<file path="config.mk">
export PLATFORM = sky130hd
export DESIGN_NAME = mac_periph
export DESIGN_NICKNAME = d
export VERILOG_FILES = /design/src/rtl/mac_pkg.sv /design/src/rtl/mac_regfile.sv /design/src/rtl/mac_mult.sv /design/src/rtl/mac_accum.sv /design/src/rtl/mac_periph.sv
export SDC_FILE = /design/constraint.sdc
export NUM_CORES = 1
export LEC_CHECK = 0
export BUFFER_PORTS_ARGS = -buffer_cell sky130_fd_sc_hd__buf_2
export CELL_PAD_IN_SITES_DETAIL_PLACEMENT = 2
export CELL_PAD_IN_SITES_GLOBAL_PLACEMENT = 2
export CORE_MARGIN = 1
export CORE_UTILIZATION = 41
export CTS_BUF_LIST = sky130_fd_sc_hd__clkbuf_4
export CTS_CLUSTER_DIAMETER = 200
export DETAILED_ROUTE_END_ITERATION = 6
export HOLD_SLACK_MARGIN = 0.1
export PLACE_DENSITY = 0.85
export SKIP_CTS_REPAIR_TIMING = 1
export SLEW_MARGIN = 10
export SYNTH_ARGS = -nofsm -noshare
export SYNTH_HDL_FRONTEND = slang
export SYNTH_SLANG_ARGS = --single-unit
</file>
<file path="constraint.sdc">
create_clock -name clk -period 6.9 [get_ports clk]
set_input_delay 1.035 -clock clk [delete_from_list [all_inputs] [get_ports clk]]
set_output_delay 1.035 -clock clk [all_outputs]
set_load 0.02 [all_outputs]
</file>
<file path="src/rtl/mac_pkg.sv">
// Package: shared encodings for the multiply-accumulate unit.
// The operation code equals the word index of the first-operand address
// it is written through: bit 0 = signed, bit 1 = accumulate.
package mac_pkg;

    typedef enum logic [1:0] {
        OP_UMUL = 2'd0,
        OP_SMUL = 2'd1,
        OP_UACC = 2'd2,
        OP_SACC = 2'd3
    } mac_op_e;

    // word index inside the 16-byte register window
    localparam logic [2:0] WIDX_OPB   = 3'd4;
    localparam logic [2:0] WIDX_RLO   = 3'd5;
    localparam logic [2:0] WIDX_RHI   = 3'd6;
    localparam logic [2:0] WIDX_RXT   = 3'd7;

    function automatic logic op_is_signed(input mac_op_e op);
        return op[0];
    endfunction

    function automatic logic op_is_accum(input mac_op_e op);
        return op[1];
    endfunction

endpackage

</file>
<file path="src/rtl/mac_regfile.sv">
// Module: mac_regfile
// Decodes the register window. It holds the first operand, the second
// operand and the hidden operation code, and produces the start pulse and
// the result-load strobes. It also drives the combinational read mux.
// Assumes BASE is aligned to 16 bytes and that odd addresses are not decoded.
module mac_regfile
    import mac_pkg::*;
#(
    parameter int                  ADDR_W = 16,
    parameter int                  DATA_W = 16,
    parameter logic [ADDR_W-1:0]   BASE   = 16'h0130
) (
    input  logic              clk,
    input  logic              rst_n,
    input  logic [ADDR_W-1:0] addr,
    input  logic              we,
    input  logic [DATA_W-1:0] wdata,
    input  logic [DATA_W-1:0] res_lo,
    input  logic [DATA_W-1:0] res_hi,
    input  logic [DATA_W-1:0] res_xt,
    output logic [DATA_W-1:0] rdata,
    output logic [DATA_W-1:0] opa,
    output logic [DATA_W-1:0] opb,
    output mac_op_e           op,
    output logic              start,
    output logic              ld_lo,
    output logic              ld_hi
);

    localparam int WIN_LSB = 4;

    logic       in_win;
    logic [2:0] widx;
    logic       wr_opa;

    // Window hit and word index decode.
    always_comb begin
        in_win = (addr[ADDR_W-1:WIN_LSB] == BASE[ADDR_W-1:WIN_LSB]) && !addr[0];
        widx   = addr[3:1];
    end

    // Write strobes per register.
    always_comb begin
        wr_opa = we && in_win && !widx[2];
        start  = we && in_win && (widx == WIDX_OPB);
        ld_lo  = we && in_win && (widx == WIDX_RLO);
        ld_hi  = we && in_win && (widx == WIDX_RHI);
    end

    // Operand and hidden operation registers.
    always_ff @(posedge clk) begin
        if (!rst_n) begin
            opa <= '0;
            opb <= '0;
            op  <= OP_UMUL;
        end else begin
            if (wr_opa) begin
                opa <= wdata;
                op  <= mac_op_e'(widx[1:0]);
            end
            if (start) begin
                opb <= wdata;
            end
        end
    end

    // Read mux; all first-operand aliases return the same value.
    always_comb begin
        rdata = '0;
        if (in_win) begin
            case (widx)
                WIDX_OPB: rdata = opb;
                WIDX_RLO: rdata = res_lo;
                WIDX_RHI: rdata = res_hi;
                WIDX_RXT: rdata = res_xt;
                default:  rdata = opa;
            endcase
        end
    end

    AST_OPA_READBACK: assert property (@(posedge clk) disable iff (!rst_n)
        wr_opa |=> (opa == $past(wdata)));

    AST_OPB_HOLD: assert property (@(posedge clk) disable iff (!rst_n)
        !start |=> $stable(opb));

endmodule

</file>
<file path="src/rtl/mac_mult.sv">
// Module: mac_mult
// Pipelined multiplier. Stage 0 captures the operands and the operation
// on a start, and stage 1 forms the product. LATENCY-2 delay stages then
// follow, so the commit strobe appears LATENCY-1 edges after the start and
// the accumulator registers the result on the next edge. Assumes LATENCY >= 3.
module mac_mult
    import mac_pkg::*;
#(
    parameter int DATA_W  = 16,
    parameter int LATENCY = 3
) (
    input  logic                clk,
    input  logic                rst_n,
    input  logic                start,
    input  logic [DATA_W-1:0]   opa,
    input  logic [DATA_W-1:0]   opb,
    input  mac_op_e             op,
    output logic                commit,
    output mac_op_e             commit_op,
    output logic [2*DATA_W-1:0] commit_prod,
    output logic                busy
);

    localparam int PW   = 2 * DATA_W;
    localparam int XW   = DATA_W + 1;
    localparam int NDLY = LATENCY - 2;

    logic              s0_v;
    mac_op_e           s0_op;
    logic [DATA_W-1:0] s0_a, s0_b;

    logic              s1_v;
    mac_op_e           s1_op;
    logic [PW-1:0]     s1_p;

    logic              dv  [NDLY];
    mac_op_e           dop [NDLY];
    logic [PW-1:0]     dp  [NDLY];

    logic signed [XW-1:0]   xa, xb;
    logic signed [2*XW-1:0] full_p;

    // Stage 0: capture operands and operation at start.
    always_ff @(posedge clk) begin
        if (!rst_n) begin
            s0_v  <= 1'b0;
            s0_op <= OP_UMUL;
            s0_a  <= '0;
            s0_b  <= '0;
        end else begin
            s0_v <= start;
            if (start) begin
                s0_op <= op;
                s0_a  <= opa;
                s0_b  <= opb;
            end
        end
    end

    // Sign- or zero-extend the operands to one extra bit and multiply.
    always_comb begin
        xa     = signed'({op_is_signed(s0_op) & s0_a[DATA_W-1], s0_a});
        xb     = signed'({op_is_signed(s0_op) & s0_b[DATA_W-1], s0_b});
        full_p = xa * xb;
    end

    // Stage 1: register the low PW bits of the product.
    always_ff @(posedge clk) begin
        if (!rst_n) begin
            s1_v  <= 1'b0;
            s1_op <= OP_UMUL;
            s1_p  <= '0;
        end else begin
            s1_v  <= s0_v;
            s1_op <= s0_op;
            s1_p  <= full_p[PW-1:0];
        end
    end

    // Delay stages that pad the path to the required latency.
    for (genvar g = 0; g < NDLY; g++) begin : g_dly
        if (g == 0) begin : g_first
            // First delay stage fed from the product stage.
            always_ff @(posedge clk) begin
                if (!rst_n) begin
                    dv[g]  <= 1'b0;
                    dop[g] <= OP_UMUL;
                    dp[g]  <= '0;
                end else begin
                    dv[g]  <= s1_v;
                    dop[g] <= s1_op;
                    dp[g]  <= s1_p;
                end
            end
        end else begin : g_next
            // Later delay stages fed from the previous one.
            always_ff @(posedge clk) begin
                if (!rst_n) begin
                    dv[g]  <= 1'b0;
                    dop[g] <= OP_UMUL;
                    dp[g]  <= '0;
                end else begin
                    dv[g]  <= dv[g-1];
                    dop[g] <= dop[g-1];
                    dp[g]  <= dp[g-1];
                end
            end
        end
    end

    // Outputs: last stage commits; busy while any stage holds work.
    always_comb begin
        commit      = dv[NDLY-1];
        commit_op   = dop[NDLY-1];
        commit_prod = dp[NDLY-1];
        busy        = s0_v | s1_v;
        for (int i = 0; i < NDLY; i++) begin
            busy = busy | dv[i];
        end
    end

    AST_STAGE_ADVANCE: assert property (@(posedge clk) disable iff (!rst_n)
        s0_v |=> s1_v);

endmodule

</file>
<file path="src/rtl/mac_accum.sv">
// Module: mac_accum
// Holds the two result words and the extension word. On a commit it either
// replaces the result with the product or adds the product into it, and it
// sets the extension word from the carry or the sign. Without a commit,
// software loads of the result words are accepted. A commit wins over a
// load in the same cycle.
module mac_accum
    import mac_pkg::*;
#(
    parameter int DATA_W = 16
) (
    input  logic                clk,
    input  logic                rst_n,
    input  logic                commit,
    input  mac_op_e             commit_op,
    input  logic [2*DATA_W-1:0] commit_prod,
    input  logic                ld_lo,
    input  logic                ld_hi,
    input  logic [DATA_W-1:0]   wdata,
    output logic [DATA_W-1:0]   res_lo,
    output logic [DATA_W-1:0]   res_hi,
    output logic [DATA_W-1:0]   res_xt
);

    localparam int PW = 2 * DATA_W;

    logic [PW:0]       sum;
    logic [PW-1:0]     nxt_res;
    logic [DATA_W-1:0] nxt_xt;

    // Next result and extension for a commit.
    always_comb begin
        sum = {1'b0, res_hi, res_lo} + {1'b0, commit_prod};
        if (op_is_accum(commit_op)) begin
            nxt_res = sum[PW-1:0];
            nxt_xt  = op_is_signed(commit_op) ? {DATA_W{sum[PW-1]}}
                                              : {{(DATA_W-1){1'b0}}, sum[PW]};
        end else begin
            nxt_res = commit_prod;
            nxt_xt  = op_is_signed(commit_op) ? {DATA_W{commit_prod[PW-1]}}
                                              : '0;
        end
    end

    // Result and extension registers.
    always_ff @(posedge clk) begin
        if (!rst_n) begin
            res_lo <= '0;
            res_hi <= '0;
            res_xt <= '0;
        end else if (commit) begin
            res_lo <= nxt_res[DATA_W-1:0];
            res_hi <= nxt_res[PW-1:DATA_W];
            res_xt <= nxt_xt;
        end else begin
            if (ld_lo) res_lo <= wdata;
            if (ld_hi) res_hi <= wdata;
        end
    end

    AST_RESULT_HOLD: assert property (@(posedge clk) disable iff (!rst_n)
        (!commit && !ld_lo && !ld_hi) |=> $stable({res_hi, res_lo}));

    AST_XT_ONLY_ON_COMMIT: assert property (@(posedge clk) disable iff (!rst_n)
        !commit |=> $stable(res_xt));

    AST_UMUL_XT_ZERO: assert property (@(posedge clk) disable iff (!rst_n)
        (commit && commit_op == OP_UMUL) |=> (res_xt == '0));

    AST_XT_LEGAL: assert property (@(posedge clk) disable iff (!rst_n)
        (res_xt == '0) || (res_xt == {{(DATA_W-1){1'b0}}, 1'b1})
        || (res_xt == {DATA_W{1'b1}}));

endmodule

</file>
<file path="src/rtl/mac_periph.sv">
// Module: mac_periph (top)
// Multiply-accumulate unit on a register bus. It ties together the register
// decode, the multiplier pipeline and the result accumulator.
// Assumes one bus access per cycle and that reads are combinational.
module mac_periph
    import mac_pkg::*;
#(
    parameter int                ADDR_W  = 16,
    parameter int                DATA_W  = 16,
    parameter logic [ADDR_W-1:0] BASE    = 16'h0130,
    parameter int                LATENCY = 3
) (
    input  logic              clk,
    input  logic              rst_n,
    input  logic [ADDR_W-1:0] bus_addr,
    input  logic              bus_we,
    input  logic [DATA_W-1:0] bus_wdata,
    output logic [DATA_W-1:0] bus_rdata,
    output logic              busy
);

    localparam int PW = 2 * DATA_W;

    logic [DATA_W-1:0] opa, opb, res_lo, res_hi, res_xt;
    mac_op_e           op, commit_op;
    logic              start, ld_lo, ld_hi, commit;
    logic [PW-1:0]     commit_prod;

    mac_regfile #(
        .ADDR_W (ADDR_W),
        .DATA_W (DATA_W),
        .BASE   (BASE)
    ) i_regs (
        .clk    (clk),
        .rst_n  (rst_n),
        .addr   (bus_addr),
        .we     (bus_we),
        .wdata  (bus_wdata),
        .res_lo (res_lo),
        .res_hi (res_hi),
        .res_xt (res_xt),
        .rdata  (bus_rdata),
        .opa    (opa),
        .opb    (opb),
        .op     (op),
        .start  (start),
        .ld_lo  (ld_lo),
        .ld_hi  (ld_hi)
    );

    mac_mult #(
        .DATA_W  (DATA_W),
        .LATENCY (LATENCY)
    ) i_mult (
        .clk         (clk),
        .rst_n       (rst_n),
        .start       (start),
        .opa         (opa),
        .opb         (bus_wdata),
        .op          (op),
        .commit      (commit),
        .commit_op   (commit_op),
        .commit_prod (commit_prod),
        .busy        (busy)
    );

    mac_accum #(
        .DATA_W (DATA_W)
    ) i_acc (
        .clk         (clk),
        .rst_n       (rst_n),
        .commit      (commit),
        .commit_op   (commit_op),
        .commit_prod (commit_prod),
        .ld_lo       (ld_lo),
        .ld_hi       (ld_hi),
        .wdata       (bus_wdata),
        .res_lo      (res_lo),
        .res_hi      (res_hi),
        .res_xt      (res_xt)
    );

    AST_BUSY_ON_START: assert property (@(posedge clk) disable iff (!rst_n)
        start |=> busy);

    AST_RESULT_NOT_EARLY: assert property (@(posedge clk) disable iff (!rst_n)
        (start && !busy) |=> (!commit && $stable({res_hi, res_lo, res_xt})));

endmodule

</file>
==> results.md <==
* Starting Density at 0.419
* CORE AREA at 43500 um^2
* Most used cell, CP: fa_1
* Worst path slowest cell: dfxtp_2
* Drt wl/cell at 28.4 um
* Crit end category: flip-flop
* Seq/Total Area, Yosys at 0.173
* Max cap viols at 0
* Buf/Inv on CP at 4
* H-tree depth at 4
* CTS tree: built
* I/O Buffers at 51
* Drt drc at 0
* Inserted Clock Buffers at 17
* Antenna Violating Nets Remaining at 0
* Final period utilization at 0.985
* HPWL after DPL at 60800 um
* Pin count of the biggest net entering global routing at 58
* Worst-margin pin slew at 1.33 ns
* Tot GR Track Use at 0.350
* EDFF count, synth at 0
* Root Driver: clkbuf_4
* Routed WL at 76500 um
* Synth Warn # at 0
* Post-synth top cells: inv_1, nand2_1, fa_1
* HP Class: flip-flop to flip-flop
* Slew HR at 0.110
* Final #Nets at 2528
* Syn_area_per_cell at 8.65 um^2
* Layout Skew at 0.0461 ns
* Fill count at 4824
* Final cell count without fillers at 2697
* Share of post-route cells with drive strength above 1 at 0.0744
* Sink Count at 157
* Peak supply drop at 0.102 mV
* Placed cell count at 2662
* Post-synth top flop: dfxtp_1
* Critical path type: flip-flop to flip-flop
* Row cnt at 76
* Post-Syn Nets at 2536
* Area Growth Syn to Fin at 6.12%
* Grt ovf at 0
* Crit path required time at 7.54 ns
* TritonRoute pass-1 iters at 5
* Finish-stage setup viols at 0
* DIE AREA at 45200 um^2
* Period minus WS final at 6.80 ns
* Die Span X at 213 um
* Top cell type by total area after synthesis: fa_1
* Startpoint Class: flip-flop
* Reg clk slew, reported paths at 0.18 ns
* Critical path's largest stage delay at 0.73 ns
* Hold_ws at 0.450 ns
* Crit-path leading delay family: adder cells
* Area share of the leading cell type in the synthesized netlist at 0.311
* 1st-iter DRT viols at 1244
* CP Cell Sequence: and2_1 > fa_1 > inv_1 > fa_1 > fa_1 > fa_1 > inv_1 > fa_1 > inv_1 > fa_1 > inv_1 > ha_1 > nor4_1 > a22oi_1 > o21ai_1 > o21bai_1 > a21oi_1 > nor2_1 > or4_1 > nand3_1
* Count of cell types in the netlist at 74
* CP max FO at 18
* Pwr Density at 82.8 nW/um^2
* Initial antenna violation count at 1
* Leak Pwr at 9.19 nW
* Routed vias at 15800
* Clk buf depth at 2
* Clk_lat worst skew at 0.69 ns
* Vias/cell at 5.85
* Ports at 52
* Yosys reg bits at 157
* First-pass GRT wire length at 115000 um
* Vias in the first global route at 18000
* GPL Wtd Cong at 0.889
* Status: finished, final reports clean
* Final Hold Fails at 0
* Height of the die at 213 um
* Cells after synthesis at 2104
* Fmax at 147 MHz
* CP arrival at 7.44 ns
* Most common cell in the synthesized netlist: inv_1
* Cell Area, Synth at 18200 um^2
* Max-slew violation count at 0
* Synth area leaders: fa_1, dfxtp_1, ha_1, inv_1, nand2_1
* FFs w/ async S/R, synth at 0
==> worst register-to-register path, delay by kind of cell (launching register included) <==
kind,cells,cell delay (ns)
AO/OA/AOI/OAI,4,0.91
adder cells (fa/ha/maj),7,3.38
buffers and inverters,4,0.31
flip-flops,1,0.73
AND/OR/NAND/NOR,5,1.43
==> worst paths after layout <==
kind,start,end,slack [ns],cells after the start
worst max-delay path,i_mult.s0_a[5],i_mult.s1_p[20],0.10,20
worst min-delay path,i_mult.s1_p[11],i_mult.dp[0][11],0.45,1
worst max register to register,i_mult.s0_a[5],i_mult.s1_p[20],0.10,20
worst min register to register,i_mult.s1_p[11],i_mult.dp[0][11],0.45,1
==> registers in the layout (all words and copies together), names as in the netlist <==
| name | count |
|---|---|
| i_acc.res_xt | 2 |
| i_mult.dp | 32 |
| i_regs.opa | 16 |
| i_mult.s1_op | 2 |
| i_mult.s1_p | 32 |
| i_regs.opb | 16 |
| i_regs.op | 2 |
| i_mult.dv | 1 |
| i_acc.res_hi | 16 |
| i_mult.s1_v | 1 |
| i_mult.s0_v | 1 |
| i_mult.s0_op | 2 |
| i_acc.res_lo | 16 |
| i_mult.dop | 2 |
| i_mult.s0_a | 16 |
==> logic make-up (layout without fill, tap and decap cells) <==
kind of cell / count (synthesis) / in the layout / share of synthesized area
AND/OR/NAND/NOR: 666 / 666 / 0.178
other: 0 / 3 / 0
flip-flops: 157 / 157 / 0.173
XOR/XNOR: 47 / 47 / 0.0230
adder cells (fa/ha/maj): 397 / 397 / 0.390
AO/OA/AOI/OAI: 370 / 370 / 0.128
buffers and inverters: 438 / 443 / 0.0912
multiplexers: 29 / 29 / 0.0167
==> cell type report <==
type	instances	area, um^2	share of cell area
multi-input cells	1509	13400	0.694
repair buffers	84	503	0.0260
inverters	327	1230	0.0636
flip-flops and latches	157	3160	0.164
clock buffers	17	128	0.00661
clock inverters	15	153	0.00791
well taps	585	732	0.0379
diodes	3	7.51	0.000389
==> cells in the final DEF, fill, tap and decap left out, types with 6 or more instances in the layout <==
cell      Yosys  routed
o21ai_0      72      71
buf_4         0      33
mux2i_1      27      27
a211oi_1     17      17
clkbuf_4      0      17
xor2_1       16      16
nand2b_1      6       6
nand2_1     315     315
a31oi_1      10      10
o21bai_1      7       7
buf_2        12      51
o221ai_1     11      11
fa_1        283     283
dfxtp_1     157     144
o21a_1       15      15
dfxtp_2       0      13
and2_1      173     173
a21o_1       40      40
and3_1       14      14
inv_1       327     326
inv_6         0       7
or3_1         9       9
a21oi_1     143     143
nor2b_1      11      11
o211ai_1      9       9
xnor2_1      30      30
nor2_1       74      74
nand3_1      15      15
nor3_1       16      16
ha_1        114     114
==> power by group <==
part / total [mW] / internal (mW) / switching [mW]
sequential: 0.907 / 0.907 / 0.00000955
clock: 0.622 / 0.191 / 0.431
combinational: 0.0700 / 0.0157 / 0.0542
==> metal layers <==
layer | share of wire | vias to the layer above | global-route usage | wire length, um
met3 | 0.066 | 217 | 0.0596 | 5070
met1 | 0.40 | 8292 | 0.430 | 30300
met4 | 0.052 | 0 | 0.172 | 3950
met5 | 0 | - | 0 | 0
met2 | 0.49 | 632 | 0.594 | 37100
li1 | - | 6633 | - | -
==> stage by stage <==
stage | worst slack (ns) | instance area [um^2] | TNS, ns | total power [mW] | utilization
2_1_floorplan | 0.948 | 18200 | 0 | 0.956 | -
3_3_place_gp | 0.589 | 19000 | 0 | 0.991 | 0.437
3_5_place_dp | 0.0984 | 19000 | 0 | 0.994 | 0.437
4_1_cts | -0.0249 | 19300 | -0.0249 | 1.60 | 0.444
5_1_grt | -0.00464 | 19300 | -0.00767 | 1.64 | 0.444
6_report | 0.104 | 19300 | 0 | 1.60 | 0.444
Power figures use the tool's default switching activity.
